### config.mk
export PLATFORM = sky130hd
export DESIGN_NAME = sync_input_proc
export DESIGN_NICKNAME = d
export VERILOG_FILES = /design/src/rtl/sync_proc_pkg.sv /design/src/rtl/sync_in_cond.sv /design/src/rtl/sync_pulse_qual.sv /design/src/rtl/sync_vert_extract.sv /design/src/rtl/sync_input_proc.sv
export SDC_FILE = /design/constraint.sdc
export NUM_CORES = 1
export LEC_CHECK = 0
export BUFFER_PORTS_ARGS = -buffer_cell sky130_fd_sc_hd__buf_4
export CAP_MARGIN = 10
export CORE_ASPECT_RATIO = 1.1
export CORE_MARGIN = 5
export CORE_UTILIZATION = 67
export CTS_CLUSTER_SIZE = 28
export DETAILED_ROUTE_END_ITERATION = 10
export PLACE_DENSITY = 0.95
export SLEW_MARGIN = 30
export SYNTH_ARGS = -nofsm -noshare
export SYNTH_HDL_FRONTEND = slang
export SYNTH_HIERARCHICAL = 1
export SYNTH_SLANG_ARGS = --single-unit
### constraint.sdc
create_clock -name clk -period 4 [get_ports clk]
set_input_delay 0 -clock clk [delete_from_list [all_inputs] [get_ports clk]]
set_output_delay 0 -clock clk [all_outputs]
set_load 0.02 [all_outputs]
### src/rtl/sync_proc_pkg.sv
package sync_proc_pkg;
  // duty accumulator steps: net growth only above 1/(1+3) = 25 % duty
  localparam int unsigned ACC_UP_STEP = 3;
  localparam int unsigned ACC_DN_STEP = 1;
  localparam int unsigned NUM_INPUTS  = 2;
  localparam int unsigned IDX_H       = 0;
  localparam int unsigned IDX_V       = 1;

  typedef enum logic {
    SRC_COMPOSITE = 1'b0,
    SRC_SEPARATE  = 1'b1
  } sync_src_e;
endpackage

### src/rtl/sync_in_cond.sv
module sync_in_cond #(
  parameter int unsigned CW = 12
) (
  input  logic clk,
  input  logic rst_n,
  input  logic raw_in,
  output logic norm_out,
  output logic pol_neg
);
  localparam logic [CW-1:0] RUN_MAX = {CW{1'b1}};

  logic [1:0]    meta_q, meta_n;
  logic          prev_q;
  logic [CW-1:0] run_q, run_n;
  logic [CW-1:0] hi_len_q, hi_len_n;
  logic          pol_q, pol_n;
  logic          s_in, chg, rise;

  assign s_in = meta_q[1];
  assign chg  = s_in ^ prev_q;
  assign rise = s_in & ~prev_q;

  always_comb begin
    meta_n   = {meta_q[0], raw_in};
    run_n    = run_q;
    hi_len_n = hi_len_q;
    pol_n    = pol_q;
    if (chg) begin
      run_n = {{(CW-1){1'b0}}, 1'b1};
      if (prev_q) hi_len_n = run_q;
    end else if (run_q != RUN_MAX) begin
      run_n = run_q + 1'b1;
    end
    if (rise) pol_n = (hi_len_q > run_q);
  end

  always_ff @(posedge clk or negedge rst_n) begin
    if (!rst_n) begin
      meta_q   <= '0;
      prev_q   <= 1'b0;
      run_q    <= '0;
      hi_len_q <= '0;
      pol_q    <= 1'b0;
    end else begin
      meta_q   <= meta_n;
      prev_q   <= s_in;
      run_q    <= run_n;
      hi_len_q <= hi_len_n;
      pol_q    <= pol_n;
    end
  end

  assign norm_out = s_in ^ pol_q;
  assign pol_neg  = pol_q;
endmodule

### src/rtl/sync_pulse_qual.sv
module sync_pulse_qual #(
  parameter int unsigned CW = 12
) (
  input  logic          clk,
  input  logic          rst_n,
  input  logic          sig,
  input  logic [CW-1:0] min_w,
  input  logic [CW-1:0] holdoff,
  output logic          strobe
);
  localparam logic [CW-1:0] CNT_MAX = {CW{1'b1}};

  logic [CW-1:0] run_q, run_n;
  logic [CW-1:0] since_q, since_n;
  logic          fire, strobe_q;

  always_comb begin
    if (!sig)                run_n = '0;
    else if (run_q != CNT_MAX) run_n = run_q + 1'b1;
    else                     run_n = run_q;
    fire = sig && (run_n == min_w) && (since_q >= holdoff);
    if (fire)                  since_n = '0;
    else if (since_q != CNT_MAX) since_n = since_q + 1'b1;
    else                       since_n = since_q;
  end

  always_ff @(posedge clk or negedge rst_n) begin
    if (!rst_n) begin
      run_q    <= '0;
      since_q  <= CNT_MAX;
      strobe_q <= 1'b0;
    end else begin
      run_q    <= run_n;
      since_q  <= since_n;
      strobe_q <= fire;
    end
  end

  assign strobe = strobe_q;
endmodule

### src/rtl/sync_vert_extract.sv
module sync_vert_extract
  import sync_proc_pkg::*;
#(
  parameter int unsigned AW = 10
) (
  input  logic          clk,
  input  logic          rst_n,
  input  logic          sig,
  input  logic [AW-1:0] on_level,
  output logic          active,
  output logic          start
);
  localparam logic [AW-1:0] ACC_MAX = {AW{1'b1}};
  localparam logic [AW-1:0] UP      = AW'(ACC_UP_STEP);
  localparam logic [AW-1:0] DN      = AW'(ACC_DN_STEP);

  logic [AW-1:0] acc_q, acc_n;
  logic          act_q, act_n;
  logic          start_q;

  always_comb begin
    if (sig) acc_n = (acc_q > ACC_MAX - UP) ? ACC_MAX : acc_q + UP;
    else     acc_n = (acc_q < DN) ? '0 : acc_q - DN;
    if (acc_q >= on_level)  act_n = 1'b1;
    else if (acc_q == '0)   act_n = 1'b0;
    else                    act_n = act_q;
  end

  always_ff @(posedge clk or negedge rst_n) begin
    if (!rst_n) begin
      acc_q   <= '0;
      act_q   <= 1'b0;
      start_q <= 1'b0;
    end else begin
      acc_q   <= acc_n;
      act_q   <= act_n;
      start_q <= act_n & ~act_q;
    end
  end

  assign active = act_q;
  assign start  = start_q;
endmodule

### src/rtl/sync_input_proc.sv
module sync_input_proc
  import sync_proc_pkg::*;
#(
  parameter int unsigned CW = 12,
  parameter int unsigned AW = 10
) (
  input  logic          clk,
  input  logic          rst_n,
  input  logic          hsync_raw,
  input  logic          vsync_raw,
  input  logic          sel_separate,
  input  logic          det_refresh,
  input  logic [CW-1:0] cfg_min_width,
  input  logic [CW-1:0] cfg_holdoff,
  input  logic [AW-1:0] cfg_vx_on,
  output logic          line_strobe,
  output logic          frame_strobe,
  output logic          pll_inhibit,
  output logic          hpol_neg,
  output logic          vpol_neg,
  output logic          hv_seen,
  output logic          v_seen,
  output logic          vx_seen
);
  logic [NUM_INPUTS-1:0] raw_vec, norm_vec, pol_vec;
  logic                  h_strb, v_strb, vx_act, vx_start;
  logic                  hv_q, v_q, vx_q;
  logic                  hv_n, v_n, vx_n;
  sync_src_e             src;

  assign raw_vec[IDX_H] = hsync_raw;
  assign raw_vec[IDX_V] = vsync_raw;
  assign src = sync_src_e'(sel_separate);

  for (genvar gi = 0; gi < NUM_INPUTS; gi++) begin : g_cond
    sync_in_cond #(.CW(CW)) u_cond (
      .clk      (clk),
      .rst_n    (rst_n),
      .raw_in   (raw_vec[gi]),
      .norm_out (norm_vec[gi]),
      .pol_neg  (pol_vec[gi])
    );
  end

  sync_pulse_qual #(.CW(CW)) u_hqual (
    .clk     (clk),
    .rst_n   (rst_n),
    .sig     (norm_vec[IDX_H]),
    .min_w   (cfg_min_width),
    .holdoff (cfg_holdoff),
    .strobe  (h_strb)
  );

  sync_pulse_qual #(.CW(CW)) u_vqual (
    .clk     (clk),
    .rst_n   (rst_n),
    .sig     (norm_vec[IDX_V]),
    .min_w   (cfg_min_width),
    .holdoff ({CW{1'b0}}),
    .strobe  (v_strb)
  );

  sync_vert_extract #(.AW(AW)) u_vx (
    .clk      (clk),
    .rst_n    (rst_n),
    .sig      (norm_vec[IDX_H]),
    .on_level (cfg_vx_on),
    .active   (vx_act),
    .start    (vx_start)
  );

  always_comb begin
    hv_n = det_refresh ? 1'b0 : (hv_q | h_strb);
    v_n  = det_refresh ? 1'b0 : (v_q  | v_strb);
    vx_n = det_refresh ? 1'b0 : (vx_q | vx_start);
  end

  always_ff @(posedge clk or negedge rst_n) begin
    if (!rst_n) begin
      hv_q <= 1'b0;
      v_q  <= 1'b0;
      vx_q <= 1'b0;
    end else begin
      hv_q <= hv_n;
      v_q  <= v_n;
      vx_q <= vx_n;
    end
  end

  assign line_strobe  = h_strb;
  assign frame_strobe = (src == SRC_SEPARATE) ? v_strb : vx_start;
  assign pll_inhibit  = (src == SRC_COMPOSITE) & vx_act;
  assign hpol_neg     = pol_vec[IDX_H];
  assign vpol_neg     = pol_vec[IDX_V];
  assign hv_seen      = hv_q;
  assign v_seen       = v_q;
  assign vx_seen      = vx_q;
endmodule

Yosys cells after proc, flatten, opt, wreduce, memory -nomap -nowiden
Cells that the tools add are included.
Widths: inputs -> output; s select.
{"block": "totals", "in_bits": 40, "ff_bits": 121, "output_inout_bits": 8, "elab_cells": 92}
{"block": "op_classes", "reduce_logical": 11, "muxes": 21, "eq_ne": 8, "addsub": 8, "n_bitwise": 15, "magnitude_cmp": 7}
{"cell": "$mux 12", "count": 12}
{"cell": "$add 12x1->12 const B", "count": 6}
{"cell": "$ne 12x12->1 const B", "count": 6}
{"cell": "$mux 10", "count": 3}
{"cell": "$eq 12x12->1", "count": 2}
{"cell": "$gt 12x12->1", "count": 2}
{"cell": "$ge 12x1->1 const B", "count": 1}
{"cell": "$ge 12x12->1", "count": 1}
{"cell": "$add 10x2->10 const B", "count": 1}
{"cell": "$ge 10x10->1", "count": 1}
{"cell": "$gt 10x10->1 const B", "count": 1}
{"cell": "$logic_not 10->1", "count": 1}
{"cell": "$lt 10x1->1 const B", "count": 1}
{"cell": "$sub 10x1->10 const B", "count": 1}
{"cell": "$reduce_bool 2->1", "count": 4}
{"cell": "$mux 1", "count": 6}
{"cell": "$and 1x1->1", "count": 4}
{"cell": "$logic_and 1x1->1", "count": 4}
{"cell": "$not 1->1", "count": 4}
{"cell": "$reduce_and 2->1", "count": 2}
{"cell": "$xor 1x1->1", "count": 4}
{"cell": "$or 1x1->1", "count": 3}

Logic depth before layout (Yosys ltp)
Gate-level depths: netlist of the first run.
{"block": "depth", "word_depth": 7, "ltp_mapped": 10, "mapped_depth_nobuf": 9}

Hierarchy
The synthesis of the first run kept the hierarchy.
{"mod": "sync_in_cond", "cells_per_inst": 144, "area_each_um2": 1524.0, "n_inst": 2}
{"mod": "sync_pulse_qual (u_hqual)", "cells_per_inst": 224, "area_each_um2": 2020.7, "n_inst": 1}
{"mod": "sync_pulse_qual (u_vqual)", "cells_per_inst": 204, "area_each_um2": 1836.8, "n_inst": 1}
{"mod": "sync_vert_extract", "cells_per_inst": 125, "area_each_um2": 1066.0, "n_inst": 1}
{"mod": "sync_input_proc", "cells_per_inst": 9, "area_each_um2": 132.6, "n_inst": 1}

Worst setup path after synthesis of the first run
Ideal clock, no wire load.
{"block": "synth_timing", "kind": "register -> register", "startpoint": "register u_hqual.run_q[0]", "endpoint": "register u_hqual.since_q[11]", "n_path_buf": 2, "period_less_slack_ps": 2536, "setup_slack_ps": 1464, "path_stages_with_launch": 11, "setup_ps": 78, "arrival_ps": 2457, "cell_sequence": "dfrtp_1 ha_1 and3_1 buf_6 and3_4 xnor2_1 o2111ai_1 or4b_4 nor4_4 buf_6 nor2_1"}
{"block": "synth_between", "elab_chain_len": 7, "elab_cells_between_ends": 9, "cone_classes": "1 x add/sub; 2 x eq/ne; 3 x mux; 3 x reduce/logical"}
{"item": "start: declaration", "line": "sync_pulse_qual.sv:13", "text": "logic [CW-1:0] run_q, run_n;"}
{"item": "start signal: assignment", "line": "sync_pulse_qual.sv:33", "text": "run_q <= run_n;"}
{"item": "$add 12x1->12 or $ne 12x12->1 (tied branches)", "line": "sync_pulse_qual.sv:19", "text": "else if (run_q != CNT_MAX) run_n = run_q + 1'b1;"}
{"item": "$mux 12 *", "line": "sync_pulse_qual.sv:19"}
{"item": "$mux 12 *", "line": "sync_pulse_qual.sv:18", "text": "if (!sig) run_n = '0;"}
{"item": "$eq 12x12->1 *", "line": "sync_pulse_qual.sv:21", "text": "fire = sig && (run_n == min_w) && (since_q >= holdoff);"}
{"item": "$logic_and 1x1->1 * (2 in series)", "line": "sync_pulse_qual.sv:21"}
{"item": "net u_hqual.fire", "line": "sync_pulse_qual.sv:15", "text": "logic fire, strobe_q;"}
{"item": "$mux 12 or $reduce_bool 2->1 (tied branches)"}
{"item": "end signal: assignment", "line": "sync_pulse_qual.sv:34", "text": "since_q <= since_n;"}
{"item": "end: declaration", "line": "sync_pulse_qual.sv:14", "text": "logic [CW-1:0] since_q, since_n;"}
Mark *: on every way through the listed nets, which the timed path passes. The rest lies on a longest branch.
A chain may end at the register's enable or synchronous reset.

Worst setup path after layout of the first run
{"block": "layout_timing", "startpoint": "register u_hqual.run_q[0]", "endpoint": "register u_hqual.since_q[6]"}
{"block": "layout_between", "elab_chain_len": 7, "elab_cells_between_ends": 9, "cone_classes": "1 x add/sub; 2 x eq/ne; 3 x mux; 3 x reduce/logical"}
{"item": "$add 12x1->12 or $ne 12x12->1 (tied branches)", "line": "sync_pulse_qual.sv:19"}
{"item": "$mux 12 *", "line": "sync_pulse_qual.sv:19"}
{"item": "$mux 12 *", "line": "sync_pulse_qual.sv:18"}
{"item": "$eq 12x12->1 *", "line": "sync_pulse_qual.sv:21"}
{"item": "$logic_and 1x1->1 * (2 in series)", "line": "sync_pulse_qual.sv:21"}
{"item": "$mux 12 or $reduce_bool 2->1 (tied branches)"}
Every way passes the cells marked *; elsewhere a longest branch is shown, timed or not.

==> results of run 1 <==
## state kept, by name (all words and copies together) (netlist names)
signal                  cells
g_cond.u_cond/hi_len_q     24
g_cond.u_cond/meta_q        4
g_cond.u_cond/pol_neg       2
g_cond.u_cond/prev_q        2
g_cond.u_cond/run_q        24
hv_seen                     1
u_hqual/run_q              12
u_hqual/since_q            12
u_hqual/strobe              1
u_vqual/run_q              12
u_vqual/since_q            12
u_vqual/strobe              1
u_vx/acc_q                 10
u_vx/active                 1
u_vx/start                  1
v_seen                      1
vx_seen                     1
## cells by family after synthesis
kind of cell	count (synthesis)	share of synthesized area
flops	121	0.3773
other cells	1	0.0004627
buf+inv	111	0.06191
mux	33	0.04493
compound gates	168	0.1403
xor+xnor	48	0.05188
simple gates	298	0.2151
fa+ha+maj	70	0.1081
## worst max path at each step
stage                          start                   to  slack, ns  depth (start not counted)
finish              u_hqual/run_q[0]   u_hqual/since_q[6]       0.76                          8
global route        u_hqual/run_q[0]   u_hqual/since_q[1]       0.53                          8
CTS                 u_hqual/run_q[0]  u_hqual/since_q[10]       0.79                          8
detailed placement  u_hqual/run_q[0]   u_hqual/since_q[6]       0.88                          8
global placement    u_hqual/run_q[0]  u_hqual/since_q[11]       0.98                          8
floorplan           u_hqual/run_q[0]  u_hqual/since_q[11]       1.46                         10
## synth_stat cells, types with 15 or more instances
library cell / number / area share
mux2_2: 23 / 0.032
ha_1: 70 / 0.11
o21ai_0: 42 / 0.026
dfstp_2: 24 / 0.078
a211oi_1: 15 / 0.014
nor2_1: 63 / 0.029
dfrtp_1: 97 / 0.30
nand2_1: 51 / 0.024
nand4_1: 29 / 0.022
inv_1: 79 / 0.037
a21oi_1: 27 / 0.017
xor2_1: 17 / 0.018
xnor2_1: 31 / 0.034
nor3_1: 23 / 0.014
nand3_1: 25 / 0.015
## layout make-up
cell class	instances	area [um^2]
multi-input combinational	629	4593
sequential	121	3058
fill	735	2759
clock buffer	25	495.5
timing repair buffer	54	415.4
inverter	80	300.3
tap	154	192.7
clock inverter	7	115.1
## per-layer routing
| layer | global-route usage | up-vias |
|---|---|---|
| met1 | 0.3326 | 3247 |
| li1 | - | 3177 |
| met5 | 0 | - |
| met3 | 0.06525 | 68 |
| met2 | 0.4520 | 295 |
| met4 | 0.1250 | 0 |
## power groups by stage
| stage | logic (W) | clock network, W | registers, W |
|---|---|---|---|
| final | 0.00156 | 0.00157 | 0.00196 |
| after global placement | 0.00139 | 0 | 0.00194 |
| after global routing | 0.00174 | 0.00165 | 0.00200 |
| after CTS | 0.00154 | 0.00159 | 0.00195 |
| after floorplan | 0.00118 | 0 | 0.00183 |
| after detailed placement | 0.00150 | 0 | 0.00196 |
## metrics by stage
step                  util  hold slack, ns
floorplan                -         -0.2956
global placement    0.7142        -0.06307
detailed placement  0.7142        -0.05770
CTS                 0.7687         0.02010
global route        0.7687         0.04867
finish              0.7687         0.03656
==> flow_summary.json, run 1 <==
{
  "synth_enable_flop_cells": 0,
  "seqPwrFrac": 0.385,
  "fin_area_um2": 9170,
  "slowest_stage": "nor4_4",
  "die_w_um": 114.9,
  "period_share": 0.8110,
  "track_usage": 0.2722,
  "slew_violations": 0,
  "synth-seq-cells": 121,
  "critPathKind": "register to register",
  "path_max_fanout": 13,
  "grt_pass1_vias": 6764,
  "core_um2": 11930,
  "finalHoldViolCount": 0,
  "area_delta_synth_final_pct": 13.15,
  "netlist_instances": 850,
  "cts_tree": "yes",
  "tns_ns": 0,
  "power.density_nw_per_um2": 554.7,
  "cp_slowest_stage_delay_ns": 0.70,
  "cts_sinks": 121,
  "synth.lib_cells_used.distinct": 86,
  "grt_max_degree": 56,
  "p_int_w": 0.003292,
  "synth-main-ff-cell": "dfrtp_1",
  "wl_met1_mm": 7.496,
  "fin_nets": 1013,
  "wl_mm": 18.92,
  "clockRootBuffer": "clkbuf_16",
  "min_period_ns": 3.244,
  "power.switching_w": 0.001795,
  "fin_cells": 1070,
  "ios": 48,
  "timing.fmax_mhz": 308.3,
  "drcViolationCount": 0,
  "io_buffers": 47,
  "critPathLaunchType": "register",
  "skew_ns": 0.008560,
  "r2r.worst_path.cells": 8,
  "drtIter0Drc": 642,
  "dpl.hpwl_mm": 13.07,
  "cp_top_family": "simple AND/OR/NAND/NOR gates",
  "syn_area_per_cell_um2": 9.534,
  "overflow": 0,
  "grt_first_pass_wirelength_mm": 31.73,
  "maxCapViolCount": 0,
  "yosys_warnings": 6,
  "htreeDepth": 4,
  "path_cells": "ha_1, and3_1, and3_4, xnor2_1, o2111ai_1, or4b_4, nor4_4, nor2_1",
  "routed_via_density": 6.343,
  "start_util": 0.6794,
  "cts_resized": 0,
  "wl_met2_mm": 9.553,
  "path_clk_slew_ns": 0.05,
  "setup_viol": 0,
  "die-area_um2": 14400,
  "most-common-layout-cells": "dfrtp_1 (97), inv_1 (79), ha_1 (70), nor2_1 (63), nand2_1 (51)",
  "gp_congestion": 0.9112,
  "relSlewSlack": 0.4239,
  "seq_area_frac_synth": 0.3773,
  "cp_data_required_time_ns": 4.31,
  "reg2reg_from": "u_hqual/run_q[0]",
  "rsz0062_at_grt": "false",
  "p_leak_nw": 4.106,
  "die_height_um": 125.3,
  "dpl_cell_area_um2": 8519,
  "rr_endpoint": "u_hqual/since_q[6]",
  "cp_num_buf_inv": 0,
  "drive_gt1_frac": 0.1790,
  "post_cts_buffers": 0,
  "dr_total_vias": 6787,
  "ir_worst_vdd_mv": 0.3435,
  "antenna_found_initial": 0,
  "status": "finished, final reports clean",
  "r2r_setup_slack_ns": 0.76,
  "numCtsBuffers": 17,
  "clock_power_share": 0.308,
  "num_antenna_cells": 0,
  "dp_cells": 1034,
  "synth_area_um2": 8104,
  "min_path_type": "input pin to async pin",
  "end_kind": "register",
  "pwr-share-comb": 0.306,
  "tightest_slew_ns": 0.8613,
  "max-clock-path-buffers": 2,
  "wl_met3_mm": 1.254,
  "async_reset_ff_frac": 1.000,
  "core.rowCount": 42,
  "clk_latency_ns": 0.42,
  "sw_frac_of_total": 0.3528,
  "finalPower_w": 0.005087,
  "cts_hold_buf": 4,
  "worst_slack_ns": 0.7560,
  "ant_nets": 0,
  "dr.pass1.iters": 7,
  "routed.top_layer": "met4",
  "crit_arrival_ns": 3.56,
  "dp_slack_ns": 0.8780,
  "final_common_cell": "dfrtp_1",
  "avgRoutedWirePerCell_um": 17.68
}
Power figures use the tool's default switching activity.
==> inputs of run 2 (changes only) <==
--- a/config.mk
+++ b/config.mk
@@ -9,10 +9,10 @@
 export CAP_MARGIN = 10
 export CORE_ASPECT_RATIO = 1.1
 export CORE_MARGIN = 5
-export CORE_UTILIZATION = 67
+export CORE_UTILIZATION = 62
 export CTS_CLUSTER_SIZE = 28
 export DETAILED_ROUTE_END_ITERATION = 10
-export PLACE_DENSITY = 0.95
+export PLACE_DENSITY = 0.92
 export SLEW_MARGIN = 30
 export SYNTH_ARGS = -nofsm -noshare
 export SYNTH_HDL_FRONTEND = slang
==> constraint.sdc (replaced) <==
create_clock -name clk -period 3.2 [get_ports clk]
set_input_delay 0 -clock clk [delete_from_list [all_inputs] [get_ports clk]]
set_output_delay 0 -clock clk [all_outputs]
set_load 0.02 [all_outputs]
==> run 2 against run 1 <==
  * Sequential share of layout area fell by 0.32 points
  * Cell area rose by 0.97%
  * Highest routed layer unchanged
  * First-iteration DRC count fell by 8.6%
  * Clock power rose by 41%
  * Register-to-register slack got worse by 0.58 ns
==> flow_summary.json, run 2 (synthesis results as in run 1) <==
{
  "die_height_um": 129.9,
  "cts_sinks": 121,
  "fin_cells": 1074,
  "core.rowCount": 43,
  "critPathKind": "register to register",
  "grt_max_degree": 72,
  "min_path_type": "input pin to register",
  "cts_tree": "yes",
  "grt_first_pass_wirelength_mm": 31.36,
  "rsz0062_at_grt": "false",
  "reg.largest.list": "g_cond.u_cond/hi_len_q: 24 flops, g_cond.u_cond/run_q: 24 flops",
  "htreeDepth": 4,
  "dp_slack_ns": 0.3064,
  "drtIter0Drc": 587,
  "track_usage": 0.2492,
  "holdPathEnd": "u_vx/active",
  "most-common-layout-cells": "dfrtp_1 (97), inv_1 (79), ha_1 (70), nor2_1 (63), nand2_1 (51)",
  "ios": 48,
  "dr.pass1.iters": 6,
  "clockRootBuffer": "clkbuf_16",
  "worst_slack_ns": 0.1802,
  "drcViolationCount": 0,
  "end_kind": "register",
  "timing.fmax_mhz": 331.1,
  "clk_latency_ns": 0.43,
  "skew_ns": 0.007281,
  "rr_endpoint": "u_hqual/since_q[8]",
  "power.density_nw_per_um2": 709.6,
  "tns_ns": 0,
  "routed_via_density": 6.367,
  "wl_mm": 18.99,
  "holdPathStages": 5,
  "setup_viol": 0,
  "r2r.worst_path.cells": 9,
  "path_clk_slew_ns": 0.06,
  "seqCellArea_um2": 3058,
  "ant_nets": 0,
  "period_share": 0.9437,
  "path_max_fanout": 13,
  "crit_arrival_ns": 3.36,
  "cp_data_required_time_ns": 3.54,
  "p_leak_nw": 4.156,
  "die-area_um2": 15460,
  "fill_cells": 868,
  "min_period_ns": 3.020,
  "antenna_found_initial": 0,
  "dpl.hpwl_mm": 12.94,
  "fin_nets": 1014,
  "io_buffers": 47,
  "r2r_setup_slack_ns": 0.18,
  "grt_pass1_vias": 6640,
  "final_common_cell": "dfrtp_1",
  "numCtsBuffers": 17,
  "area_delta_synth_final_pct": 14.25,
  "finalHoldViolCount": 0,
  "core_um2": 12700,
  "cts_resized": 0,
  "num_antenna_cells": 0,
  "start_util": 0.6383,
  "critPathLaunchType": "register",
  "overflow": 0,
  "reg2reg_from": "u_hqual/run_q[0]",
  "drive_gt1_frac": 0.1821,
  "avgRoutedWirePerCell_um": 17.68,
  "fin_hold_ws_ns": 0.06018,
  "status": "finished, final reports clean",
  "relSlewSlack": 0.4662,
  "dp_cells": 1038,
  "tightest_slew_ns": 0.7805,
  "dr_total_vias": 6838,
  "gp_congestion": 0.9287,
  "multi_input_area_um2": 4593,
  "die_w_um": 119.0,
  "ir_worst_vdd_mv": 0.5094,
  "maxCapViolCount": 0,
  "slew_violations": 0,
  "max-clock-path-buffers": 2,
  "worstHoldStart": "cfg_vx_on[9]"
}
[run 2: changes by cell type in the layout (fill, tap and decap cells not counted), sizes merged]
cell / delta
buf: +1
bufinv: +2
clkbuf: +1
clkinv: -1
clkinvlp: -2
[run 2: final cells by class]
cell class              count  share of cell area
flip-flops and latches    121              0.3303
clock buffers              26             0.05716
clock inverters             6             0.01676
inverters                  80             0.03243
repair buffers             55             0.04608
multi-input cells         629              0.4961
well taps                 157             0.02122
[run 2: per-stage QoR]
step	instance area, um^2	power (W)	util
5_1_grt	9259	0.006934	0.7292
2_1_floorplan	8145	0.003762	-
4_1_cts	9255	0.006555	0.7289
3_5_place_dp	8531	0.004293	0.6719
3_3_place_gp	8531	0.004168	0.6719
6_report	9259	0.006570	0.7292
[run 2: worst max-delay path by stage]
| stage | start | endpoint | slack [ns] | cells past startpoint |
|---|---|---|---|---|
| 2_1_floorplan | u_hqual/run_q[0] | u_hqual/since_q[11] | 0.66 | 10 |
| 3_3_place_gp | u_hqual/run_q[0] | u_hqual/since_q[8] | 0.37 | 9 |
| 3_5_place_dp | u_hqual/run_q[0] | u_hqual/since_q[2] | 0.31 | 9 |
| 4_1_cts | u_hqual/run_q[0] | u_hqual/since_q[8] | 0.24 | 9 |
| 5_1_grt | u_hqual/run_q[0] | u_hqual/since_q[2] | 0.02 | 9 |
| 6_report | u_hqual/run_q[0] | u_hqual/since_q[8] | 0.18 | 9 |
[run 2: power breakdown]
group,internal [W],total (W),switching [W]
registers,0.00196,0.00245,0.000489
clock network,0.00153,0.00221,0.000683
logic,0.000847,0.00191,0.00107
total,0.00433,0.00657,0.00224
[run 2: worst max-delay path, stage by stage (launching register included)]
cell	delay, ns
dfrtp_1	0.47
ha_1	0.37
and3_1	0.47
and3_4	0.26
xnor2_1	0.12
o2111ai_1	0.13
or4b_4	0.51
nor4_4	0.29
buf_4	0.25
a211oi_1	0.07
[run 2: per-layer routing]
layer / up-vias / track usage / share of wire
li1: 3194 / - / -
met1: 3303 / 0.2861 / 0.41
met2: 283 / 0.4490 / 0.51
met3: 58 / 0.06199 / 0.061
met4: 0 / 0.09884 / 0.025
met5: - / 0 / 0
[run 2: repair_timing]
action	4_1_cts	5_1_grt
endpoints found under the hold margin	52	0
buffers inserted	0	0
hold buffers	4	0
endpoints found under the setup margin	0	0
